### config.mk
export PLATFORM = sky130hd
export DESIGN_NAME = prio_irq_ctrl
export DESIGN_NICKNAME = d
export VERILOG_FILES = /design/src/rtl/irq_pkg.sv /design/src/rtl/irq_edge_latch.sv /design/src/rtl/irq_arbiter.sv /design/src/rtl/irq_lvl_stack.sv /design/src/rtl/prio_irq_ctrl.sv
export SDC_FILE = /design/constraint.sdc
export NUM_CORES = 1
export LEC_CHECK = 0
export BUFFER_PORTS_ARGS = -buffer_cell sky130_fd_sc_hd__buf_2
export CAP_MARGIN = 10
export CORE_UTILIZATION = 53
export CTS_CLUSTER_DIAMETER = 80
export DETAILED_ROUTE_END_ITERATION = 10
export GPL_TIMING_DRIVEN = 0
export PLACE_DENSITY = 0.77
export SLEW_MARGIN = 0
export SYNTH_ARGS = -nofsm -noshare
export SYNTH_HDL_FRONTEND = slang
export SYNTH_SLANG_ARGS = --single-unit
### constraint.sdc
create_clock -name clk -period 6.6 [get_ports clk]
set_clock_uncertainty 0.1 [all_clocks]
set_input_delay 1.65 -clock clk [delete_from_list [all_inputs] [get_ports clk]]
set_output_delay 1.65 -clock clk [all_outputs]
set_load 0.01 [all_outputs]
### src/rtl/irq_pkg.sv
package irq_pkg;
  typedef logic [1:0] lvl_t;
  // level value one beyond the least urgent: means "main program"
  localparam logic [2:0] LVL_MAIN = 3'd4;
endpackage

### src/rtl/irq_edge_latch.sv
module irq_edge_latch #(
  parameter int NSRC = 8
) (
  input  logic            clk,
  input  logic            rst,
  input  logic [NSRC-1:0] req_i,
  input  logic [NSRC-1:0] clr_i,
  output logic [NSRC-1:0] pend_o
);
  logic [NSRC-1:0] req_q;
  logic [NSRC-1:0] rise;

  assign rise = req_i & ~req_q;

  always_ff @(posedge clk) begin
    if (rst) begin
      req_q  <= '0;
      pend_o <= '0;
    end else begin
      req_q  <= req_i;
      pend_o <= (pend_o & ~clr_i) | rise;
    end
  end
endmodule

### src/rtl/irq_arbiter.sv
module irq_arbiter #(
  parameter int NSRC = 8,
  localparam int IW = (NSRC > 1) ? $clog2(NSRC) : 1
) (
  input  logic [NSRC-1:0]   pend_i,
  input  logic [2*NSRC-1:0] prio_i,
  input  logic [2:0]        cur_lvl_i,
  output logic              found_o,
  output logic [IW-1:0]     idx_o,
  output logic [1:0]        lvl_o
);
  logic [2:0] best;

  always_comb begin
    best    = irq_pkg::LVL_MAIN;
    found_o = 1'b0;
    idx_o   = '0;
    for (int i = 0; i < NSRC; i++) begin
      // strict compare keeps the lowest index on a tie
      if (pend_i[i] && ({1'b0, prio_i[2*i +: 2]} < best) &&
          ({1'b0, prio_i[2*i +: 2]} < cur_lvl_i)) begin
        best    = {1'b0, prio_i[2*i +: 2]};
        found_o = 1'b1;
        idx_o   = IW'(i);
      end
    end
    lvl_o = best[1:0];
  end
endmodule

### src/rtl/irq_lvl_stack.sv
module irq_lvl_stack #(
  parameter int DEPTH = 4,
  localparam int CW = $clog2(DEPTH + 1),
  localparam int PW = (DEPTH > 1) ? $clog2(DEPTH) : 1
) (
  input  logic          clk,
  input  logic          rst,
  input  logic          push_i,
  input  irq_pkg::lvl_t push_lvl_i,
  input  logic          pop_i,
  output logic [2:0]    cur_lvl_o,
  output logic          to_main_o,
  output logic [CW-1:0] cnt_o
);
  irq_pkg::lvl_t mem [DEPTH];
  logic [CW-1:0] cnt;
  logic [CW-1:0] top;
  logic          full;
  logic          empty;

  assign full  = (cnt == CW'(DEPTH));
  assign empty = (cnt == '0);
  assign top   = cnt - 1'b1;

  always_ff @(posedge clk) begin
    if (push_i && !full) mem[cnt[PW-1:0]] <= push_lvl_i;
  end

  always_ff @(posedge clk) begin
    if (rst)                  cnt <= '0;
    else if (push_i && !full) cnt <= cnt + 1'b1;
    else if (pop_i && !empty) cnt <= cnt - 1'b1;
  end

  assign cur_lvl_o = empty ? irq_pkg::LVL_MAIN : {1'b0, mem[top[PW-1:0]]};
  assign to_main_o = pop_i && (cnt == CW'(1));
  assign cnt_o     = cnt;
endmodule

### src/rtl/prio_irq_ctrl.sv
module prio_irq_ctrl #(
  parameter int NSRC  = 8,
  parameter int DEPTH = 4,
  localparam int IW = (NSRC > 1) ? $clog2(NSRC) : 1,
  localparam int CW = $clog2(DEPTH + 1)
) (
  input  logic              clk,
  input  logic              rst,
  input  logic [NSRC-1:0]   req_i,
  input  logic [2*NSRC-1:0] prio_i,
  input  logic              ei_i,
  input  logic              reti_i,
  input  logic              retire_i,
  output logic              take_o,
  output logic [IW-1:0]     take_idx_o
);
  logic [NSRC-1:0] pend;
  logic [NSRC-1:0] clr;
  logic            found;
  logic [IW-1:0]   win_idx;
  logic [1:0]      win_lvl;
  logic [2:0]      cur_lvl;
  logic            to_main;
  logic [CW-1:0]   stk_cnt;
  logic            ie_q;
  logic            hold_q;
  logic            grant;

  assign grant = found && ie_q && !hold_q && !reti_i;

  always_comb begin
    clr = '0;
    if (grant) clr[win_idx] = 1'b1;
  end

  irq_edge_latch #(.NSRC(NSRC)) u_latch (
    .clk(clk), .rst(rst), .req_i(req_i), .clr_i(clr), .pend_o(pend)
  );

  irq_arbiter #(.NSRC(NSRC)) u_arb (
    .pend_i(pend), .prio_i(prio_i), .cur_lvl_i(cur_lvl),
    .found_o(found), .idx_o(win_idx), .lvl_o(win_lvl)
  );

  irq_lvl_stack #(.DEPTH(DEPTH)) u_stk (
    .clk(clk), .rst(rst), .push_i(grant), .push_lvl_i(win_lvl),
    .pop_i(reti_i), .cur_lvl_o(cur_lvl), .to_main_o(to_main),
    .cnt_o(stk_cnt)
  );

  always_ff @(posedge clk) begin
    if (rst) begin
      ie_q       <= 1'b0;
      hold_q     <= 1'b0;
      take_o     <= 1'b0;
      take_idx_o <= '0;
    end else begin
      take_o <= grant;
      if (grant) take_idx_o <= win_idx;
      if (grant)                ie_q <= 1'b0;
      else if (ei_i || reti_i)  ie_q <= 1'b1;
      if (to_main)              hold_q <= 1'b1;
      else if (retire_i)        hold_q <= 1'b0;
    end
  end
endmodule

==> flow_summary.ini, run 1 <==
[cts]
cts-root-buf = clkbuf_8
path_clk_slew_ns = 0.07
clk_latency_ns = 0.29
numClockSinks = 33
cts_max_level = 2
hold_buffers = 0
clk_path_buf_depth = 2
cts_tree = built
numCtsBuffers = 5

[grt]
grt_pass1_wl_mm = 9.832
met3_usage_pct = 3.333
overflow = 0
busiest_layer = met2
antenna_found_initial = 0
grtUsageMet2_pct = 38.84
grt_pass1_vias = 2136
met1_usage_pct = 33.04
grt_max_degree = 12
gr-usage-all-layers_pct = 24.22

[worst_setup_path]
rrSetupSlack_ns = 0.25
cp_slowest_cell = or4_4
critPathKind = in -> reg
cp_data_arrival_time_ns = 6.39
critPathMaxFanout = 8
cp.required_ns = 6.56
reg2reg_from = u_stk.cnt_o[0]
cp_common_cell = ha_1
reg2reg_to = u_stk.mem[0][0]
slowest_delay_ns = 0.56
crit_chain = buf_2, ha_4, nor2_2, a31oi_1, a21boi_2, nand2_1, ha_1, a21boi_0, o311a_1, o311ai_4, o21ai_0, o21a_1, inv_1, ha_1, or2_2, a21oi_2, a31o_1, buf_4, mux2i_1, ha_1, or4_4, o22a_2, o21ai_1
critical_path_buf_inv_count = 3
cp_top_family = compound AO/OA/AOI/OAI gates
endpoint_kind = flop
worstRegToRegCells = 26
worstSetupStartpointType = primary input

[sta]
relSlewSlack_pct = 53.48
hold_viol_final = 0
post-route-period-util_pct = 97.37
slew_violations = 0
setup_ws_ns = 0.1739
rsz0062_at_grt = no
tightest_slew_ns = 0.6905
fmax_ghz = 0.1556
finalWorstPathRequiredPeriod_ns = 6.426
setup_viol = 0

[worst_hold_path]
hold_depth = 2
worst_hold_path_type = reg -> reg
min_to = hold_q
hp-start = hold_q

[synthesis]
yosysMostFrequentCell = dfxtp_1
netlist_top_cells_count = dfxtp_1, nor2_1, ha_1, inv_1
async_flop_share_pct = 0
ys_warn_count = 0
yosysUniqueCellTypes = 82
syn_avg_cell_area_sq_um = 9.461
syn-num-nets = 323
synth.largest_area_cell = dfxtp_1
synth_area_leaders = dfxtp_1, edfxtp_1, ha_1
ys.flop_type = dfxtp_1
syn-cell-area_sq_mm = 0.002630
ys_seq_area_share_pct = 28.16
synthCells = 278
yosys.area.top_type_share_pct = 19.03
ys_ff_latch = 33
synth_edf_count = 8

[floorplanning]
initial_core_util_pct = 55.32
ios = 33
die_h_um = 72.45
fp.dieArea_sq_mm = 0.005248
num_rows = 25
die_w_um = 72.45
core_region_area_sq_mm = 0.004755

[detailed_routing]
post_drt_wl_per_cell_um = 15.57
final_antenna_net_count = 0
drt-initial-drc-count = 116
firstDrtPassIters = 4
routed_wl_mm = 6.026
drc = 0
routed_via_density = 5.855
vias = 2266

[run]
max_cap_violations = 0

[layout]
drive_above_1_share_pct = 29.69
fillers = 417
design_area_sq_mm = 0.003059
fin_nets = 364
syn_to_final_growth_pct = 16.32
n_antenna_cell = 0

[placement]
hpwl_mm = 4.470
dpl_cell_area_sq_mm = 0.002874
routabilityCongestion = 0.9424
portBuffers = 32
dp_slack_ns = -0.6803

[pwr]
pwr_density_cell_mw_per_mm2 = 527.5
ir_drop_mv = 0.2871
leakage_nw = 1.180

[outcome]
status = finished clean
==> stage by stage <==
step                hold WS, ns  total power, mW  cells  TNS (ns)  utilization, %
finish                   0.3760            1.614    387         0           64.34
CTS                      0.3798            1.586    386         0           63.76
global placement         0.3517            1.313    377    -6.986           60.45
floorplan                0.3455            1.126    278         0               -
global route             0.4109            1.734    387         0           64.34
detailed placement       0.3683            1.342    377    -10.24           60.45
==> cells by family (layout without fill, tap and decap cells) <==
group	count (synthesis)	in the layout	synth area share, %
simple gates	109	109	24.83
mux	5	5	3.045
compound gates	90	90	31.45
flops	33	33	28.16
fa+ha+maj	17	17	7.992
buf+inv	22	64	3.854
xor+xnor	2	2	0.6662
==> sequential cells by signal (all words and copies together) (netlist names) <==
signal,flops
hold_q,1
ie_q,1
take_idx_o,3
take_o,1
u_latch.pend_o,8
u_latch.req_q,8
u_stk.cnt_o,3
u_stk.mem,8
==> area by class of cell <==
class,instances,area (sq um),share of cell area [%]
sequential,33,742.0,24.25
clock inverter,2,37.54,1.227
clock buffer,6,82.58,2.699
inverter,16,60.06,1.963
buffer,5,37.54,1.227
multi-input combinational,223,1833,59.92
tap,67,83.83,2.740
timing repair buffer,35,182.7,5.971
==> power breakdown <==
part / leakage (nW) / internal (mW) / total (mW) / switching (mW)
Sequential: 0.281 / 0.262 / 0.288 / 0.0257
Combinational: 0.841 / 0.449 / 1.13 / 0.678
Clock: 0.0574 / 0.123 / 0.198 / 0.0756
Total: 1.18 / 0.834 / 1.61 / 0.780
==> layer usage <==
metal | up-vias | wire length [um]
met3 | 11 | 166
met5 | - | 0
li1 | 1148 | -
met2 | 53 | 2771
met1 | 1054 | 2963
met4 | 0 | 125
==> worst max path at each step <==
stage                               from  slack (ns)  depth (start not counted)                end
after CTS                      prio_i[1]        0.03                         24  u_latch.pend_o[2]
after detailed placement  u_stk.cnt_o[0]       -0.68                         28    u_stk.mem[0][0]
after floorplan                prio_i[1]        0.07                         23    u_stk.mem[0][0]
after global placement    u_stk.cnt_o[0]       -0.50                         28    u_stk.mem[1][0]
after global routing           prio_i[1]       0.001                         25    u_stk.mem[2][0]
final                          prio_i[1]        0.17                         23    u_stk.mem[0][0]
==> what timing repair did <==
item,in CTS,in global routing
resized for setup,8,4
buffers inserted,2,1
endpoints found under the setup margin,19,19
pin swaps,2,4
==> cells in the final DEF, fill, tap and decap left out, drive strengths merged, types with 3 or more instances in the layout <==
cell and n:
edfxtp 8, o22ai 3, nor2 24, nor3 10
a211oi 4, nand2 15, buf 38, or3 3
inv 16, o311ai 3, nor2b 15, a31oi 9
o21ai 14, o21a 3, nand2b 8, dfxtp 25
ha 16, a21oi 16, a311oi 4, a221oi 4
o211ai 5, nor3b 9, and2 5, clkbuf 8
nand3 5
==> tightest hold or removal path, cell delays in order (launching register included) <==
cell	delay [ns]
dfxtp_1	0.31
nand2b_1	0.06
a21oi_1	0.05
Note: power is estimated with default switching activity, not from simulation.
==> run 2: changes to the inputs <==
CAP_MARGIN = default   (was 10)
SYNTH_HIERARCHICAL = 1   (was default)
==> flow_summary.ini, run 2 <==
[outcome]
status = finished clean

[detailed_routing]
firstDrtPassIters = 4
drc = 0
post_drt_wl_per_cell_um = 14.65
drt-initial-drc-count = 141
final_antenna_net_count = 0
met1_length_mm = 2.561
dr_wl_met2_mm = 2.613
route.met3.wl_um = 272
dr.max_layer_used = met4
routed_via_density = 5.947
routed_wl_mm = 5.510
vias = 2236

[worst_setup_path]
cp_data_arrival_time_ns = 6.55
endpoint_kind = flop
cp.required_ns = 6.72
cp-startpoint = prio_i[1]
reg2reg_from = u_stk/cnt_o[1]
critPathMaxFanout = 5
reg2reg_to = u_latch/pend_o[1]
worstSetupStartpointType = primary input
critical_path_buf_inv_count = 1
cp-endpoint = u_latch/pend_o[1]
crit_chain = buf_2, ha_1, nand2b_1, o2111ai_2, ha_4, a21o_1, a21oi_4, a221o_1, a2111oi_4, or3b_1, a31o_4, a211o_1, a211oi_2, ha_1, or2_2, a21oi_2, a21oi_4, o211ai_1, nand2b_4, nor3_1, nand2b_1, a21oi_2
cp_top_family = compound AO/OA/AOI/OAI gates
rrSetupSlack_ns = 0.31
cp_num_cells = 22
worstRegToRegCells = 26
critPathKind = in -> reg
cp_slowest_cell = a221o_1
slowest_delay_ns = 0.43

[cts]
numCtsBuffers = 5
clk_path_buf_depth = 2
cts-root-buf = clkbuf_8
cts_tree = built
clk_latency_ns = 0.28
path_clk_slew_ns = 0.06
cts_max_level = 2
numClockSinks = 33

[synthesis]
netlist_top_cells_count = nand2b_1, dfxtp_1, inv_1
syn_avg_cell_area_sq_um = 9.307
synth_edf_count = 8
async_flop_share_pct = 0
ys_seq_area_share_pct = 28.84
yosys.area.top_type_share_pct = 19.48
yosysUniqueCellTypes = 68
synth.largest_area_cell = dfxtp_1
synth-xor-area-share_pct = 0
synthCells = 276
yosys.area_share.simple_pct = 25.33
ys.flop_type = dfxtp_1
synth_mux_area_share_pct = 3.751
synth_compound_area_share_pct = 29.32
synth_top_family_by_area = compound AO/OA/AOI/OAI gates
ys_ff_latch = 33
synth_area_leaders = dfxtp_1, edfxtp_1, ha_1
syn-num-nets = 322
ys_warn_count = 6
synth-adder-area-share_pct = 8.281
yosysMostFrequentCell = nand2b_1
syn-cell-area_sq_mm = 0.002569

[layout]
n_antenna_cell = 0
fillers = 364
design_area_sq_mm = 0.003047
drive_above_1_share_pct = 31.17
layout_common_cells = buf_2, nand2b_1, dfxtp_1
fin_nets = 369
layout_commonest_cell = buf_2
layout.cells.non_filler = 376
multi_input_area_sq_mm = 0.001823
seq_area_sq_um = 742.0
syn_to_final_growth_pct = 18.61

[run]
max_cap_violations = 0

[placement]
dpl_cell_area_sq_mm = 0.002794
portBuffers = 32
hpwl_mm = 4.140
dp_cells = 360
routabilityCongestion = 0.8419

[floorplanning]
initial_core_util_pct = 57.03
die_h_um = 71.62
ios = 33
fp.dieArea_sq_mm = 0.005129
die_w_um = 71.62
core_region_area_sq_mm = 0.004504
num_rows = 24

[sta]
hold_viol_final = 0
slew_violations = 0
finalWorstPathRequiredPeriod_ns = 6.426
setup_viol = 0
relSlewSlack_pct = 51.87
finalSetupTns_ns = 0
tightest_slew_ns = 0.7206
post-route-period-util_pct = 97.36
fmax_ghz = 0.1556

[grt]
overflow = 0
grt_pass1_vias = 2055
grt_max_degree = 20
grt_pass1_wl_mm = 9.018
gr-usage-all-layers_pct = 22.17
antenna_found_initial = 0

[pwr]
pwr_density_cell_mw_per_mm2 = 493.3
leakage_nw = 1.220
p_total_mw = 1.503
ir_drop_mv = 0.2443

[worst_hold_path]
worst_hold_path_type = reg -> reg
==> run 2: cell types whose count changed in the layout (fill, tap and decap cells not counted), sizes merged, moves of 4 or more <==
cell,previous run,this run
a31o,1,5
nand2b,8,35
nand2,15,6
and2b,2,9
nor3b,9,0
a221oi,4,0
nor2,24,10
a21oi,16,22
nor2b,15,6
buf,38,44
a21o,2,7
==> run 2: cells by family after synthesis <==
| kind of cell | after synthesis |
|---|---|
| simple gates | 104 |
| compound gates | 92 |
| flops | 33 |
| buf+inv | 23 |
| fa+ha+maj | 17 |
| mux | 7 |
==> run 2: area by class of cell <==
class                      instances  area share, %
buffer                             4          1.355
clock inverter                     3         0.4107
tap                               52          2.136
clock buffer                       5          2.259
timing repair buffer              40          7.228
inverter                          19          2.423
multi-input combinational        220          59.84
sequential                        33          24.35
==> run 2: tightest hold or removal path: cells and delay by family (launching register included) <==
| kind | cells | cell delay [ns] |
|---|---|---|
| and+or+nand+nor | 1 | 0.06 |
| muxes | 1 | 0.06 |
| DFF | 1 | 0.31 |
==> run 2: stage by stage <==
stage	hold slack, ns	util (%)	setup slack [ns]
floorplan	0.3391	-	0.3224
global placement	0.3603	62.03	-0.1596
detailed placement	0.3638	62.03	-0.2304
CTS	0.3762	64.31	0.04098
global route	0.4080	67.64	-0.04965
finish	0.3747	67.64	0.1744
==> run 2: routing by layer <==
layer  GRT usage [%]  vias up
li1                -     1128
met1           29.70     1041
met2           36.37       60
met3           3.235        7
met4           8.279        0
met5               0        -
==> run 2: worst min-delay path by stage <==
stage | startpoint | end | depth (start not counted)
6_report | take_idx_o[1] | take_idx_o[1] | 2
5_1_grt | hold_q | hold_q | 2
4_1_cts | take_idx_o[1] | take_idx_o[1] | 2
3_5_place_dp | take_idx_o[1] | take_idx_o[1] | 2
3_3_place_gp | take_idx_o[1] | take_idx_o[1] | 2
2_1_floorplan | hold_q | hold_q | 2
==> run 2: report_power, final <==
| group | switching [mW] | total (mW) | internal [mW] |
|---|---|---|---|
| Combinational | 0.591 | 1.08 | 0.485 |
| Clock | 0.0706 | 0.141 | 0.0708 |
| Sequential | 0.0241 | 0.286 | 0.262 |
==> run 2: repair_timing <==
| item | in CTS | in global routing |
|---|---|---|
| gates resized for setup | 3 | 17 |
| buffers inserted | 2 | 6 |
| hold buffers | 0 | 0 |
| setup endpoints to repair | 8 | 19 |
| gates cloned | 0 | 0 |
| pin swaps | 1 | 8 |
==> run 3: changes to the inputs <==
CORE_MARGIN = 2   (was default)
CORE_UTILIZATION = 25   (was 53)
PLACE_DENSITY = default   (was 0.77)
==> flow_summary.ini, run 3 (same netlist as run 2, synthesis figures left out) <==
[sta]
fmax_ghz = 0.1550
hold_viol_final = 0
setup_viol = 0
rsz0062_at_grt = yes
post-route-period-util_pct = 97.77
slew_violations = 0
timing.hold.ws_ns = 0.3741
setup_ws_ns = 0.1470
tightest_slew_ns = 0.6632
finalWorstPathRequiredPeriod_ns = 6.453
relSlewSlack_pct = 55.70

[placement]
dp_slack_ns = -0.2932
portBuffers = 32
routabilityCongestion = 0.8472
hpwl_mm = 4.751
dp_cells = 444
dpl_cell_area_sq_mm = 0.002899

[worst_setup_path]
rrSetupSlack_ns = 0.27
cp_data_arrival_time_ns = 6.57
worstSetupStartpointType = primary input
critPathMaxFanout = 4
cp.required_ns = 6.72
reg2reg_from = u_stk/cnt_o[0]
cp-startpoint = prio_i[1]
endpoint_kind = flop
critPathKind = in -> reg

[floorplanning]
die_w_um = 105.4
core_region_area_sq_mm = 0.01014
ios = 33
die_h_um = 105.4
fp.dieArea_sq_mm = 0.01110
initial_core_util_pct = 25.34
num_rows = 37

[layout]
drive_above_1_share_pct = 33.13
syn_to_final_growth_pct = 25.09
n_antenna_cell = 0
utilization_pct = 31.69
fin_nets = 371
layout_common_cells = buf_2, nand2b_1, dfxtp_1
layout.cells.non_filler = 462
design_area_sq_mm = 0.003213
layout_commonest_cell = buf_2

[grt]
gr-usage-all-layers_pct = 10.61
grt_pass1_wl_mm = 9.577
grt_pass1_vias = 2070
overflow = 0
antenna_found_initial = 0
grt_max_degree = 20

[pwr]
switching_share_pct = 44.76
p_int_uw = 860.1
clockPowerShare_pct = 11.7
ir_drop_mv = 0.2264
switchingPower_uw = 696.9
pwr_density_cell_mw_per_mm2 = 484.6
comb_power_share_pct = 69.9
seqPwrFrac_pct = 18.4
leakage_nw = 1.242

[cts]
clk_latency_ns = 0.28
cts_tree = built
hold_buffers = 0
cts-root-buf = clkbuf_8
cts_max_level = 2
numCtsBuffers = 5
clk_path_buf_depth = 2
numClockSinks = 33
path_clk_slew_ns = 0.07

[worst_hold_path]
worst_hold_path_type = reg -> reg
hp-start = take_idx_o[0]

[detailed_routing]
routed_wl_mm = 5.971
vias = 2213
drc = 0
drt-initial-drc-count = 42
post_drt_wl_per_cell_um = 12.92
final_antenna_net_count = 0
firstDrtPassIters = 4
routed_via_density = 4.790

[outcome]
status = finished clean

[run]
max_cap_violations = 0
run 3: cell count changes in the layout (fill, tap and decap cells not counted), sizes merged:
| cell | before | now |
|---|---|---|
| buf | 44 | 46 |
| clkbuf | 5 | 6 |
| bufinv | 0 | 1 |
| clkinv | 3 | 1 |
run 3: layout make-up:
class	instances	area [sq um]
timing repair buffer	42	235.2
tap	136	170.2
clock buffer	6	72.57
sequential	33	744.5
clock inverter	2	33.78
fill	1054	6925
buffer	4	41.29
inverter	19	73.82
multi-input combinational	220	1842
run 3: final timing paths:
path	endpoint	cells past startpoint
setup reg to reg	u_latch/pend_o[1]	27
setup / recovery	u_latch/pend_o[1]	23
hold reg to reg	take_idx_o[0]	2
hold / removal	take_idx_o[0]	2
run 3: worst max-delay path, cell delays in order:
cell       delay (ns)
buf_2            0.12
ha_1             0.28
nand2b_1         0.15
o2111ai_2        0.17
ha_1             0.35
a21o_1           0.17
a21oi_2          0.09
a221o_1          0.42
a2111oi_4        0.29
or3b_4           0.41
a31o_4           0.25
a211o_1          0.30
a211oi_2         0.26
ha_1             0.26
or2_2            0.32
a21oi_4          0.16
a21oi_4          0.06
o211ai_1         0.22
buf_4            0.19
nand2b_1         0.11
nor3_1           0.06
nand2b_1         0.15
a21oi_2          0.13
run 3: repair_timing:
item                       in CTS  in global routing
buffers inserted                1                  9
setup endpoints to repair       8                 19
pin swaps                       1                 14
resized for setup               3                 23
run 3: power by group through the flow:
stage | Clock [mW] | Combinational, mW | Sequential, mW
2_1_floorplan | 0 | 0.725 | 0.285
3_5_place_dp | 0 | 0.916 | 0.289
4_1_cts | 0.188 | 0.937 | 0.285
3_3_place_gp | 0 | 0.890 | 0.287
5_1_grt | 0.195 | 1.21 | 0.292
6_report | 0.183 | 1.09 | 0.287
run 3: layer usage:
metal | wire length (um) | part of all wire (%) | track usage (%) | up-vias
met5 | 0 | 0 | 0 | -
met1 | 2945 | 49 | 14.31 | 1032
met4 | 59 | 0.99 | 3.048 | 0
met3 | 146 | 2.4 | 1.361 | 5
li1 | - | - | - | 1133
met2 | 2819 | 47 | 17.70 | 43
run 3: per-stage QoR:
step	power [mW]	setup TNS, ns
6_report	1.557	0
5_1_grt	1.695	-0.3899
4_1_cts	1.410	0
3_5_place_dp	1.205	-1.827
3_3_place_gp	1.177	-0.9671
2_1_floorplan	1.011	0
